File: src/rtl/lfsr_pc_pkg.sv
package lfsr_pc_pkg;

    localparam int unsigned     DEF_W    = 9;
    localparam logic [DEF_W-1:0] DEF_TAPS = 9'h110;

    typedef enum logic {
        PH_IDLE  = 1'b0,
        PH_ARMED = 1'b1
    } phase_st_e;

endpackage

File: src/rtl/lfsr_feedback.sv
module lfsr_feedback #(
    parameter int unsigned W    = lfsr_pc_pkg::DEF_W,
    parameter logic [W-1:0] TAPS = lfsr_pc_pkg::DEF_TAPS
) (
    input  logic [W-1:0] cur,
    output logic [W-1:0] nxt
);

    logic [W-1:0] shifted;

    assign shifted[0] = ^(cur & TAPS);

    for (genvar i = 1; i < W; i++) begin : g_shift
        assign shifted[i] = cur[i-1];
    end

    // Lockup guard: an all-zero input would never leave zero.
    assign nxt = (cur == '0) ? '1 : shifted;

endmodule

File: src/rtl/phase_sequencer.sv
module phase_sequencer (
    input  logic clk,
    input  logic rst_n,
    input  logic phi1,
    input  logic phi2,
    input  logic clear,
    output logic capture,
    output logic transfer
);
    import lfsr_pc_pkg::*;

    phase_st_e st_d, st_q;

    always_comb begin
        capture  = phi1 && !clear;
        transfer = (st_q == PH_ARMED) && phi2 && !phi1 && !clear;
        st_d     = st_q;
        if (clear) begin
            st_d = PH_IDLE;
        end else if (phi1) begin
            st_d = PH_ARMED;
        end else if (transfer) begin
            st_d = PH_IDLE;
        end
    end

    always_ff @(posedge clk or negedge rst_n) begin
        if (!rst_n) begin
            st_q <= PH_IDLE;
        end else begin
            st_q <= st_d;
        end
    end

    // a second phase with no arming first never moves the sequencer out of idle
    a_r4_idle_phi2_stays_idle: assert property (@(posedge clk) disable iff (!rst_n)
        (st_q == PH_IDLE && !phi1) |=> (st_q == PH_IDLE));

endmodule

File: src/rtl/lfsr_phase_counter.sv
module lfsr_phase_counter #(
    parameter int unsigned  W    = lfsr_pc_pkg::DEF_W,
    parameter logic [W-1:0] TAPS = lfsr_pc_pkg::DEF_TAPS
) (
    input  logic         clk,
    input  logic         rst_n,
    input  logic         phi1,
    input  logic         phi2,
    input  logic         load_en,
    input  logic [W-1:0] seed,
    output logic [W-1:0] state,
    output logic         wrap
);

    localparam logic [W-1:0] FILL = '1;

    typedef struct packed {
        logic [W-1:0] master;
        logic [W-1:0] shown;
        logic [W-1:0] origin;
        logic         wrap;
    } ctr_t;

    ctr_t         ctr_d, ctr_q;
    logic         capture, transfer;
    logic [W-1:0] succ;
    logic [W-1:0] seed_fix;

    phase_sequencer u_seq (
        .clk      (clk),
        .rst_n    (rst_n),
        .phi1     (phi1),
        .phi2     (phi2),
        .clear    (load_en),
        .capture  (capture),
        .transfer (transfer)
    );

    lfsr_feedback #(.W(W), .TAPS(TAPS)) u_fb (
        .cur (ctr_q.shown),
        .nxt (succ)
    );

    always_comb begin
        seed_fix   = (seed == '0) ? FILL : seed;
        ctr_d      = ctr_q;
        ctr_d.wrap = 1'b0;
        if (load_en) begin
            ctr_d.master = seed_fix;
            ctr_d.shown  = seed_fix;
            ctr_d.origin = seed_fix;
        end else begin
            if (capture) begin
                ctr_d.master = succ;
            end
            if (transfer) begin
                ctr_d.shown = ctr_q.master;
                ctr_d.wrap  = (ctr_q.master == ctr_q.origin);
            end
        end
    end

    always_ff @(posedge clk or negedge rst_n) begin
        if (!rst_n) begin
            ctr_q <= '{master: FILL, shown: FILL, origin: FILL, wrap: 1'b0};
        end else begin
            ctr_q <= ctr_d;
        end
    end

    assign state = ctr_q.shown;
    assign wrap  = ctr_q.wrap;

    // every change of the visible code that is not a load is one feedback step
    a_r2_single_step: assert property (@(posedge clk) disable iff (!rst_n)
        (!$stable(state) && !$past(load_en)) |->
        (state == {$past(state[W-2:0]), ^($past(state) & TAPS)}));

    // with no second phase and no load, the visible code holds
    a_r3_hold_without_phi2: assert property (@(posedge clk) disable iff (!rst_n)
        (!load_en && !phi2) |=> $stable(state));

    // a load lands on the next edge, with zero replaced by all ones
    a_r6_load_value: assert property (@(posedge clk) disable iff (!rst_n)
        load_en |=> (state == (($past(seed) == '0) ? FILL : $past(seed))));

    // the all-zero code is never visible
    a_r6_never_zero: assert property (@(posedge clk) disable iff (!rst_n)
        state != '0);

    // wrap only accompanies a fresh step, never a held code
    a_r7_wrap_on_step: assert property (@(posedge clk) disable iff (!rst_n)
        wrap |-> (!$stable(state) && !$past(load_en)));

endmodule

File: config.mk
export PLATFORM = sky130hd
export DESIGN_NAME = lfsr_phase_counter
export DESIGN_NICKNAME = d
export VERILOG_FILES = /design/src/rtl/lfsr_pc_pkg.sv /design/src/rtl/lfsr_feedback.sv /design/src/rtl/phase_sequencer.sv /design/src/rtl/lfsr_phase_counter.sv
export SDC_FILE = /design/constraint.sdc
export NUM_CORES = 1
export LEC_CHECK = 0
export BUFFER_PORTS_ARGS = -buffer_cell sky130_fd_sc_hd__buf_2
export CAP_MARGIN = 10
export CORE_MARGIN = 5
export CORE_UTILIZATION = 35
export CTS_CLUSTER_SIZE = 8
export DETAILED_ROUTE_END_ITERATION = 8
export SETUP_SLACK_MARGIN = 0.3
export SLEW_MARGIN = 20
export SYNTH_ARGS = -nofsm -noshare
export SYNTH_HDL_FRONTEND = slang
export SYNTH_HIERARCHICAL = 1
export SYNTH_SLANG_ARGS = --single-unit
File: constraint.sdc
create_clock -name clk -period 1.9 [get_ports clk]
set_clock_uncertainty 0.1 [all_clocks]
set_input_delay 0.285 -clock clk [delete_from_list [all_inputs] [get_ports clk]]
set_output_delay 0.285 -clock clk [all_outputs]
set_load 0.01 [all_outputs]
==> flow_metrics.env, run 1 <==
export IMPL_final_area_um2=2030
export IMPL_htree_num_levels=2
export IMPL_dieArea_um2=6390
export IMPL_wl_per_cell_um=16.1
export IMPL_cts_tree="yes"
export IMPL_synth_cell_types=29
export IMPL_ys_ff_latch=29
export IMPL_dr_max_layer_used="met4"
export IMPL_crit_chain="or4_4, o41ai_4, mux2i_1, a21oi_1"
export IMPL_met2WireLength_um=1850
export IMPL_setup_violations=0
export IMPL_m1WireLength_um=2000
export IMPL_drc=0
export IMPL_grt_antenna_before_repair=0
export IMPL_status="finished clean"
export IMPL_yosysSeqAreaShare_pct=44.4
export IMPL_synth_edf_count=0
export IMPL_arrival_ns=1.80
export IMPL_fin_nets=197
export IMPL_grtUsageTotal_pct=13.6
export IMPL_dp_hpwl_um=2770
export IMPL_slowest_delay_ns=0.61
export IMPL_viasPerCell=5.06
export IMPL_rsz0062_at_grt="true"
export IMPL_grt_pass1_wl_um=6500
export IMPL_synthAdderAreaFrac_pct=0
export IMPL_post_route_min_period_ns=1.69
export IMPL_grt_max_degree=30
export IMPL_rows=25
export IMPL_area_growth_pct=18.7
export IMPL_core_um2=4720
export IMPL_synth_compound_area_share_pct=20.2
export IMPL_final_util_pct=43.0
export IMPL_clk_path_buf_depth=2
export IMPL_drive_above_1_share_pct=44.6
export IMPL_yosys_area_share_xor_xnor_pct=5.12
export IMPL_crit_type="flop to flop"
export IMPL_num_antenna_cells=0
export IMPL_grt_pass1_vias=1206
export IMPL_syn_area_per_cell_um2=10.4
export IMPL_leakagePower_uw=0.000795
export IMPL_dr_wl_met3_um=144
export IMPL_ys_top_cells_by_area="dfstp_2 (41%), mux2i_1 (11%), o41ai_2 (6.7%)"
export IMPL_worst_pin_slew_ns=0.706
export IMPL_max_freq_ghz=0.591
export IMPL_drt_iter0_drc=75
export IMPL_hold_viol=0
export IMPL_antenna_left=0
export IMPL_slew_viol_final=0
export IMPL_synth_top_family_by_area="compound AO/OA/AOI/OAI gates"
export IMPL_yosys_area_share_simple_pct=10.5
export IMPL_hold_path_class="input port to flop"
export IMPL_yosys_warnings=6
export IMPL_synthCells=164
export IMPL_cts_buffers=5
export IMPL_p_per_area_nw_per_um2=820
export IMPL_synth_mux_area_share_pct=10.5
export IMPL_cp_required_ns=2.01
export IMPL_placed_cell_area_um2=1830
export IMPL_dp_slack_ns=0.132
export IMPL_fp_dieH_um=79.9
export IMPL_peakVddDrop_uv=243
export IMPL_routed_wl_um=4050
export IMPL_max_cap_violations=0
export IMPL_ys_flop_type="dfstp_2"
export IMPL_start_util_pct=36.2
export IMPL_synthArstFlopShare_pct=100
export IMPL_start_kind="flop"
export IMPL_yosysTopAreaCell="dfstp_2"
export IMPL_firstDrtPassIters=4
export IMPL_tns_ns=0
export IMPL_clk_pin_slew_ns=0.06
export IMPL_root_buffer="clkbuf_8"
export IMPL_setup_ws_ns=0.207
export IMPL_gp_congestion=0.770
export IMPL_slew_headroom_pct=52.6
export IMPL_synthesis_nets=178
export IMPL_slowest_stage="or4_4"
export IMPL_endpoint_kind="flop"
export IMPL_io_buffers=23
export IMPL_io_pins=24
export IMPL_die_x_um=79.9
export IMPL_period_share_pct=89.1
export IMPL_synth_top_area_share_pct=41.4
export IMPL_syn_area_um2=1710
export IMPL_vias=1270
export IMPL_overflow=0
export IMPL_clock_sinks=29
export IMPL_cp_max_fo=5
export IMPL_insertion_delay_ns=0.28
export IMPL_p_total_uw=1670
## kinds of logic (layout without fill, tap and decap cells)
kind of cell | Yosys count | in the layout
buf+inv | 31 | 50
flops | 29 | 29
compound gates | 39 | 39
mux | 18 | 18
simple gates | 37 | 38
xor+xnor | 10 | 10
## cells in the final DEF (no fill, tap or decap), types with 2 or more instances in the layout
cell / count
clkbuf_8: 7
nor4_1: 3
inv_1: 11
nor2_1: 23
o21a_1: 2
a21oi_1: 14
dfstp_2: 26
o41ai_2: 5
xnor2_1: 10
o311ai_2: 2
nand4_1: 2
a311oi_1: 7
buf_2: 23
mux2i_1: 18
a21boi_1: 4
or4_4: 3
o41ai_4: 2
buf_4: 5
dfrtp_1: 2
## what timing repair did
item,CTS,global route
gates resized for setup,3,5
endpoints found under the setup margin,9,11
hold endpoints to repair,2,0
hold buffers,1,0
pin swaps,1,3
setup buffers,1,1
gates cloned,1,0
## flip-flops by register name, summed over array words and instances (netlist names)
register    cells
state           9
wrap            1
ctr_q          18
u_seq/st_q      1
## per-layer routing
| layer | vias to the layer above | global-route usage (%) |
|---|---|---|
| met1 | 621 | 18.6 |
| li1 | 618 | - |
| met4 | 0 | 5.57 |
| met3 | 4 | 3.39 |
| met5 | - | 0 |
| met2 | 27 | 20.3 |
## worst paths after layout
kind,slack (ns),from,depth (start not counted),end
max,0.21,state[6]$_DFFE_PN1P_,4,ctr_q[19]$_DFFE_PN1P_
min,0.16,load_en,2,u_seq/st_q$_DFFE_PN0P_
max reg2reg,0.21,state[6]$_DFFE_PN1P_,4,ctr_q[19]$_DFFE_PN1P_
min reg2reg,0.39,ctr_q[3]$_DFFE_PN1P_,2,ctr_q[3]$_DFFE_PN1P_
max in group asynchronous,0.85,rst_n,2,wrap$_DFF_PN0_
min in group asynchronous,0.46,rst_n,2,u_seq/st_q$_DFFE_PN0P_
## stage by stage
step,hold WS (ns),std cells
4_1_cts,0.150,250
3_3_place_gp,0.246,239
3_5_place_dp,0.234,239
6_report,0.163,251
2_1_floorplan,-0.111,164
5_1_grt,0.156,251
## worst max-delay path: cells and delay by family, from the launching register on
kind | cells | cell delay (ns)
simple gates | 1 | 0.61
compound gates | 2 | 0.41
mux | 1 | 0.12
flops | 1 | 0.39
## cells in the mapped netlist, types with 3 or more instances
master / n
dfstp_2: 27
nor2_1: 23
mux2i_1: 18
a21oi_1: 14
inv_1: 11
xnor2_1: 10
buf_4: 9
a311oi_1: 7
o41ai_2: 7
clkbuf_1: 6
a21boi_1: 4
nor4_1: 3
## where the power goes
group | internal [uW] | switching [uW]
registers | 722 | 70.4
clock network | 327 | 231
logic | 148 | 168
total | 1200 | 469
## area by class of cell
| type | count | area (um^2) |
|---|---|---|
| tap | 67 | 83.8 |
| clock buffer | 7 | 96.3 |
| timing repair buffer | 30 | 183 |
| fill | 480 | 2690 |
| multi-input combinational | 105 | 856 |
| inverter | 12 | 45.0 |
| sequential | 29 | 763 |
| clock inverter | 1 | 5.00 |
Note: power is estimated with default switching activity, not from simulation.
==> inputs of run 2 (changes only) <==
TNS_END_PERCENT = 100   (was default)
clock period = 2 ns   (was 1.9 ns; I/O delays follow)
==> run 2 against run 1 <==
Total power is 5.6% lower. Die area stayed put. Critical path depth stayed put. Core utilization is 0.16 points lower. Register-to-register slack better by 0.08 ns. Global-route usage is 0.40 points lower. Largest power group unchanged. Critical endpoint unchanged. Flip-flop and latch count stayed put.
==> flow_metrics.env, run 2 (synthesis results as in run 1) <==
export IMPL_dp_hpwl_um=2760
export IMPL_leakagePower_uw=0.000803
export IMPL_start_util_pct=36.2
export IMPL_core_um2=4720
export IMPL_reg2reg_to="ctr_q[19]$_DFFE_PN1P_"
export IMPL_final_cell_mix="dfstp_2 (27), nor2_1 (23), buf_2 (23), mux2i_1 (18), a21oi_1 (14)"
export IMPL_fillers=459
export IMPL_overflow=0
export IMPL_max_freq_ghz=0.583
export IMPL_grt_pass1_vias=1236
export IMPL_p_total_uw=1570
export IMPL_routed_wl_um=3920
export IMPL_hold_viol=0
export IMPL_num_antenna_cells=0
export IMPL_fin_nets=197
export IMPL_antenna_left=0
export IMPL_gp_congestion=0.796
export IMPL_vias=1280
export IMPL_root_buffer="clkbuf_8"
export IMPL_post_route_min_period_ns=1.71
export IMPL_cts_buffers=5
export IMPL_clock_sinks=29
export IMPL_grt_max_degree=30
export IMPL_setup_ws_ns=0.285
export IMPL_clk_path_buf_depth=2
export IMPL_grt_antenna_before_repair=0
export IMPL_p_per_area_nw_per_um2=776
export IMPL_htree_num_levels=2
export IMPL_mostFrequentLayoutCell="dfstp_2"
export IMPL_grtUsageTotal_pct=13.2
export IMPL_firstDrtPassIters=4
export IMPL_peakVddDrop_uv=204
export IMPL_dieArea_um2=6390
export IMPL_cts_setup_buffers=0
export IMPL_io_pins=24
export IMPL_viasPerCell=5.10
export IMPL_slew_viol_final=0
export IMPL_multiInputGateArea_um2=865
export IMPL_seq_area_um2=759
export IMPL_whs_ns=0.210
export IMPL_io_buffers=23
export IMPL_rows=25
export IMPL_regMostFlops="ctr_q"
export IMPL_clk_pin_slew_ns=0.06
export IMPL_r2r_cells=4
export IMPL_slew_headroom_pct=57.6
export IMPL_drt_iter0_drc=43
export IMPL_final_util_pct=42.9
export IMPL_start_kind="flop"
export IMPL_period_share_pct=85.7
export IMPL_endpoint_kind="flop"
export IMPL_hold_path_class="input port to flop"
export IMPL_largest_reg_flops=18
export IMPL_fp_dieH_um=79.9
export IMPL_crit_end="ctr_q[19]$_DFFE_PN1P_"
export IMPL_arrival_ns=1.82
export IMPL_drive_above_1_share_pct=44.0
export IMPL_worst_pin_slew_ns=0.636
export IMPL_worstReg2RegStart="state[6]$_DFFE_PN1P_"
export IMPL_tns_ns=0
export IMPL_wl_per_cell_um=15.6
export IMPL_dp_slack_ns=0.187
export IMPL_rsz0062_at_grt="true"
export IMPL_r2r_slack_ns=0.29
export IMPL_drc=0
export IMPL_grt_pass1_wl_um=6420
export IMPL_crit_type="flop to flop"
export IMPL_area_growth_pct=18.3
export IMPL_max_cap_violations=0
export IMPL_setup_violations=0
export IMPL_status="finished clean"
export IMPL_cp_max_fo=5
export IMPL_die_x_um=79.9
export IMPL_worstSetupStartpoint="state[6]$_DFFE_PN1P_"
export IMPL_cts_tree="yes"
export IMPL_insertion_delay_ns=0.28
export IMPL_cp_required_ns=2.11
## run 2: report_power, final
part,internal (uW),total [uW],leakage (uW),switching [uW]
logic,134,281,0.000438,147
clock network,310,530,0.0000542,219
registers,685,761,0.000311,76.0
total,1130,1570,0.000803,442
## run 2: how the worst min path moves through the flow
stage	start	endpoint	slack [ns]	depth (start not counted)
6_report	phi1	u_seq/st_q$_DFFE_PN0P_	0.21	3
3_3_place_gp	rst_n	u_seq/st_q$_DFFE_PN0P_	0.26	1
4_1_cts	phi1	u_seq/st_q$_DFFE_PN0P_	0.19	3
2_1_floorplan	rst_n	u_seq/st_q$_DFFE_PN0P_	-0.1	0
3_5_place_dp	rst_n	u_seq/st_q$_DFFE_PN0P_	0.25	1
5_1_grt	phi1	u_seq/st_q$_DFFE_PN0P_	0.21	3
## run 2: layer usage
metal / part of all wire, % / vias to the layer above / GRT usage, %
li1: - / 617 / -
met1: 48 / 627 / 18.2
met2: 46 / 26 / 19.4
met3: 3.8 / 10 / 2.37
met4: 1.6 / 0 / 7.09
met5: 0 / - / 0
## run 2: stage by stage
stage / area (um^2) / instances
after global placement: 1850 / 241
after global routing: 2020 / 251
after floorplan: 1710 / 164
final: 2020 / 251
after detailed placement: 1850 / 241
after CTS: 2000 / 251
## run 2: final cells by class
cell class | instances | share of cell area, %
repair buffers | 30 | 8.41
inverters | 12 | 2.22
flip-flops and latches | 29 | 37.5
well taps | 67 | 4.14
clock buffers | 7 | 4.76
multi-input cells | 105 | 42.7
clock inverters | 1 | 0.247
## run 2: worst max-delay path, cell delays in order (launching register included)
cell,delay [ns]
dfstp_2,0.39
or4_4,0.63
o41ai_4,0.27
mux2i_1,0.12
a21oi_1,0.14
## run 2: timing repair
item                                   in CTS  in global routing
cloned                                      1                  0
pin swaps                                   2                 10
hold buffers                                1                  0
endpoints found under the hold margin       2                  0
gates resized for setup                     4                  3
setup endpoints to repair                   8                  9
==> inputs of run 3 (changes only) <==
ABC_AREA = 1   (was default)
CAP_MARGIN = default   (was 10)
HOLD_SLACK_MARGIN = 0.02   (was default)
==> run 3 against run 2 <==
First-iteration DRC count grew to 3.2 times the previous value. Count of clock-buffer cells in the layout is the same. Global-route usage grew 0.050 points. Wire length shrank 4.4%. Flip-flop and latch count is the same. Non-clock buffer count shrank 6. Total power shrank 3.7%. Final cell count grew 12%. Final area shrank 8.7%. Die area shrank 2.8%. Register-to-register slack gained 0.27 ns.
==> flow_metrics.env, run 3 <==
export IMPL_status="finished clean"
export IMPL_max_freq_ghz=0.693
export IMPL_cp_required_ns=2.11
export IMPL_regMostFlops="ctr_q"
export IMPL_cts_setup_buffers=0
export IMPL_ctsResizeCount=0
export IMPL_yosys_area_share_simple_pct=33.6
export IMPL_tns_ns=0
export IMPL_slew_headroom_pct=57.4
export IMPL_crit_type="input port to flop"
export IMPL_dieArea_um2=6210
export IMPL_fillers=476
export IMPL_synth_edf_count=0
export IMPL_antenna_left=0
export IMPL_grtUsageTotal_pct=13.2
export IMPL_final_cell_mix="nand2_1 (60), nand3_1 (37), dfstp_2 (27), buf_2 (23), inv_1 (18)"
export IMPL_slowest_delay_ns=0.23
export IMPL_synth_cell_types=23
export IMPL_cts_buffers=5
export IMPL_insertion_delay_ns=0.28
export IMPL_synthArstFlopShare_pct=100
export IMPL_grt_pass1_vias=1290
export IMPL_grt_pass1_wl_um=6330
export IMPL_clk_pin_slew_ns=0.07
export IMPL_grt_max_degree=30
export IMPL_endpoint_kind="flop"
export IMPL_synthAdderAreaFrac_pct=0
export IMPL_drc=0
export IMPL_r2r_slack_ns=0.56
export IMPL_arrival_ns=1.55
export IMPL_synthesis_nets=224
export IMPL_drive_above_1_share_pct=32.0
export IMPL_syn_area_um2=1660
export IMPL_max_cap_violations=0
export IMPL_num_antenna_cells=0
export IMPL_dp_slack_ns=0.264
export IMPL_yosysTopAreaCell="dfstp_2"
export IMPL_drt_iter0_drc=137
export IMPL_die_x_um=78.8
export IMPL_overflow=0
export IMPL_rsz0062_at_grt="false"
export IMPL_firstDrtPassIters=4
export IMPL_routed_wl_um=3750
export IMPL_mostFrequentLayoutCell="nand2_1"
export IMPL_period_share_pct=72.1
export IMPL_largest_reg_flops=18
export IMPL_gp_congestion=0.758
export IMPL_wl_per_cell_um=13.3
export IMPL_grt_antenna_before_repair=0
export IMPL_rows=25
export IMPL_area_growth_pct=11.6
export IMPL_synth_top_family_by_area="simple AND/OR/NAND/NOR gates"
export IMPL_dp_hpwl_um=2680
export IMPL_hold_viol=0
export IMPL_cp_common_cell="nor2_1"
export IMPL_root_buffer="clkbuf_8"
export IMPL_synth_mux_area_share_pct=0
export IMPL_htree_num_levels=2
export IMPL_slowest_stage="buf_2"
export IMPL_ys_flop_type="dfstp_2"
export IMPL_clock_sinks=29
export IMPL_leakagePower_uw=0.000901
export IMPL_synth_compound_area_share_pct=7.63
export IMPL_cts_tree="yes"
export IMPL_io_buffers=23
export IMPL_hold_path_class="input port to flop"
export IMPL_synth_top_area_share_pct=42.8
export IMPL_yosys_warnings=6
export IMPL_io_pins=24
export IMPL_fp_dieH_um=78.8
export IMPL_clk_path_buf_depth=2
export IMPL_yosysSeqAreaShare_pct=45.8
export IMPL_syn_area_per_cell_um2=7.89
export IMPL_start_kind="input port"
export IMPL_peakVddDrop_uv=255
export IMPL_vias=1388
export IMPL_setup_violations=0
export IMPL_post_route_min_period_ns=1.44
export IMPL_fin_nets=241
export IMPL_setup_ws_ns=0.557
export IMPL_crit_chain="buf_2, inv_2, nand2_1, nor2_1, inv_2, nor2_8, o21ai_2, nor2_1, nand3_1, nor2_1"
export IMPL_synthTopCellsByCount="nand2_1 (60), nand3_1 (37), dfstp_2 (27), inv_1 (18), nor2_1 (13)"
export IMPL_synthCells=210
export IMPL_slew_viol_final=0
export IMPL_ys_top_cells_by_area="dfstp_2 (43%), nand2_1 (14%), nand3_1 (11%)"
export IMPL_p_per_area_nw_per_um2=818
export IMPL_viasPerCell=4.92
export IMPL_worst_pin_slew_ns=0.638
export IMPL_start_util_pct=35.5
export IMPL_yosys_area_share_xor_xnor_pct=1.59
export IMPL_core_um2=4660
export IMPL_cp_max_fo=15
export IMPL_yosysMostFrequentCell="nand2_1"
export IMPL_ys_ff_latch=29
-- run 3: changes by cell type after synthesis, moves of 6 or more --
cell / delta
xnor2_1: -8
nor2_1: -10
o41ai_2: -7
inv_1: +7
o21ai_0: +8
o21bai_1: +9
a21oi_1: -12
clkbuf_1: -6
a311oi_1: -7
nand2_1: +59
mux2i_1: -18
nand3_1: +36
-- run 3: routing by layer --
metal	share of wire, %	wire length [um]	vias up	global-route usage [%]
met2	43	1600	55	18.8
met5	0	0	-	0
met3	7.4	278	7	3.97
met4	1.9	71	0	5.24
met1	48	1800	635	18.6
li1	-	-	691	-
-- run 3: power by group --
| group | leakage, uW | internal, uW | switching, uW |
|---|---|---|---|
| logic | 0.000537 | 92.4 | 143 |
| registers | 0.000310 | 684 | 56.9 |
| clock network | 0.0000542 | 311 | 227 |
-- run 3: worst max-delay path: cells and delay by family --
family                 cells  cell delay [ns]
and+or+nand+nor            6             0.69
buffers and inverters      3             0.48
AOI/OAI and AO/OA          1             0.07
-- run 3: final timing paths --
| kind | startpoint | to | cells after the start |
|---|---|---|---|
| min reg2reg | ctr_q[8]$_DFFE_PN1P_ | ctr_q[8]$_DFFE_PN1P_ | 2 |
| max in group asynchronous | rst_n | wrap$_DFF_PN0_ | 2 |
| max | load_en | wrap$_DFF_PN0_ | 10 |
| min in group asynchronous | rst_n | u_seq/st_q$_DFFE_PN0P_ | 2 |
| min | phi1 | u_seq/st_q$_DFFE_PN0P_ | 3 |
| max reg2reg | u_seq/st_q$_DFFE_PN0P_ | wrap$_DFF_PN0_ | 8 |
-- run 3: per-stage QoR --
stage	util, %	power, uW	cells	hold WS [ns]	area (um^2)
6_report	39.7	1510	282	0.163	1850
5_1_grt	39.7	1590	282	0.177	1850
4_1_cts	39.7	1530	282	0.155	1850
3_5_place_dp	37.3	983	273	0.261	1740
3_3_place_gp	37.3	981	273	0.273	1740
2_1_floorplan	-	921	210	-0.0956	1660
-- run 3: cell type report --
| type | instances | area [um^2] | share of cell area, % |
|---|---|---|---|
| flip-flops and latches | 29 | 759 | 41.1 |
| inverters | 23 | 86.3 | 4.67 |
| clock buffers | 7 | 96.3 | 5.21 |
| clock inverters | 1 | 5.00 | 0.271 |
| multi-input cells | 144 | 709 | 38.4 |
| well taps | 54 | 67.6 | 3.65 |
| repair buffers | 24 | 125 | 6.77 |
-- run 3: logic make-up after synthesis --
logic type | count (synthesis)
AO/OA/AOI/OAI | 20
XOR/XNOR | 3
buffers and inverters | 37
flip-flops | 29
AND/OR/NAND/NOR | 121
-- run 3: repair_timing --
action / 4_1_cts / 5_1_grt
endpoints found under the hold margin: 2 / 0
setup endpoints to repair: 0 / 0
hold buffers: 1 / 0
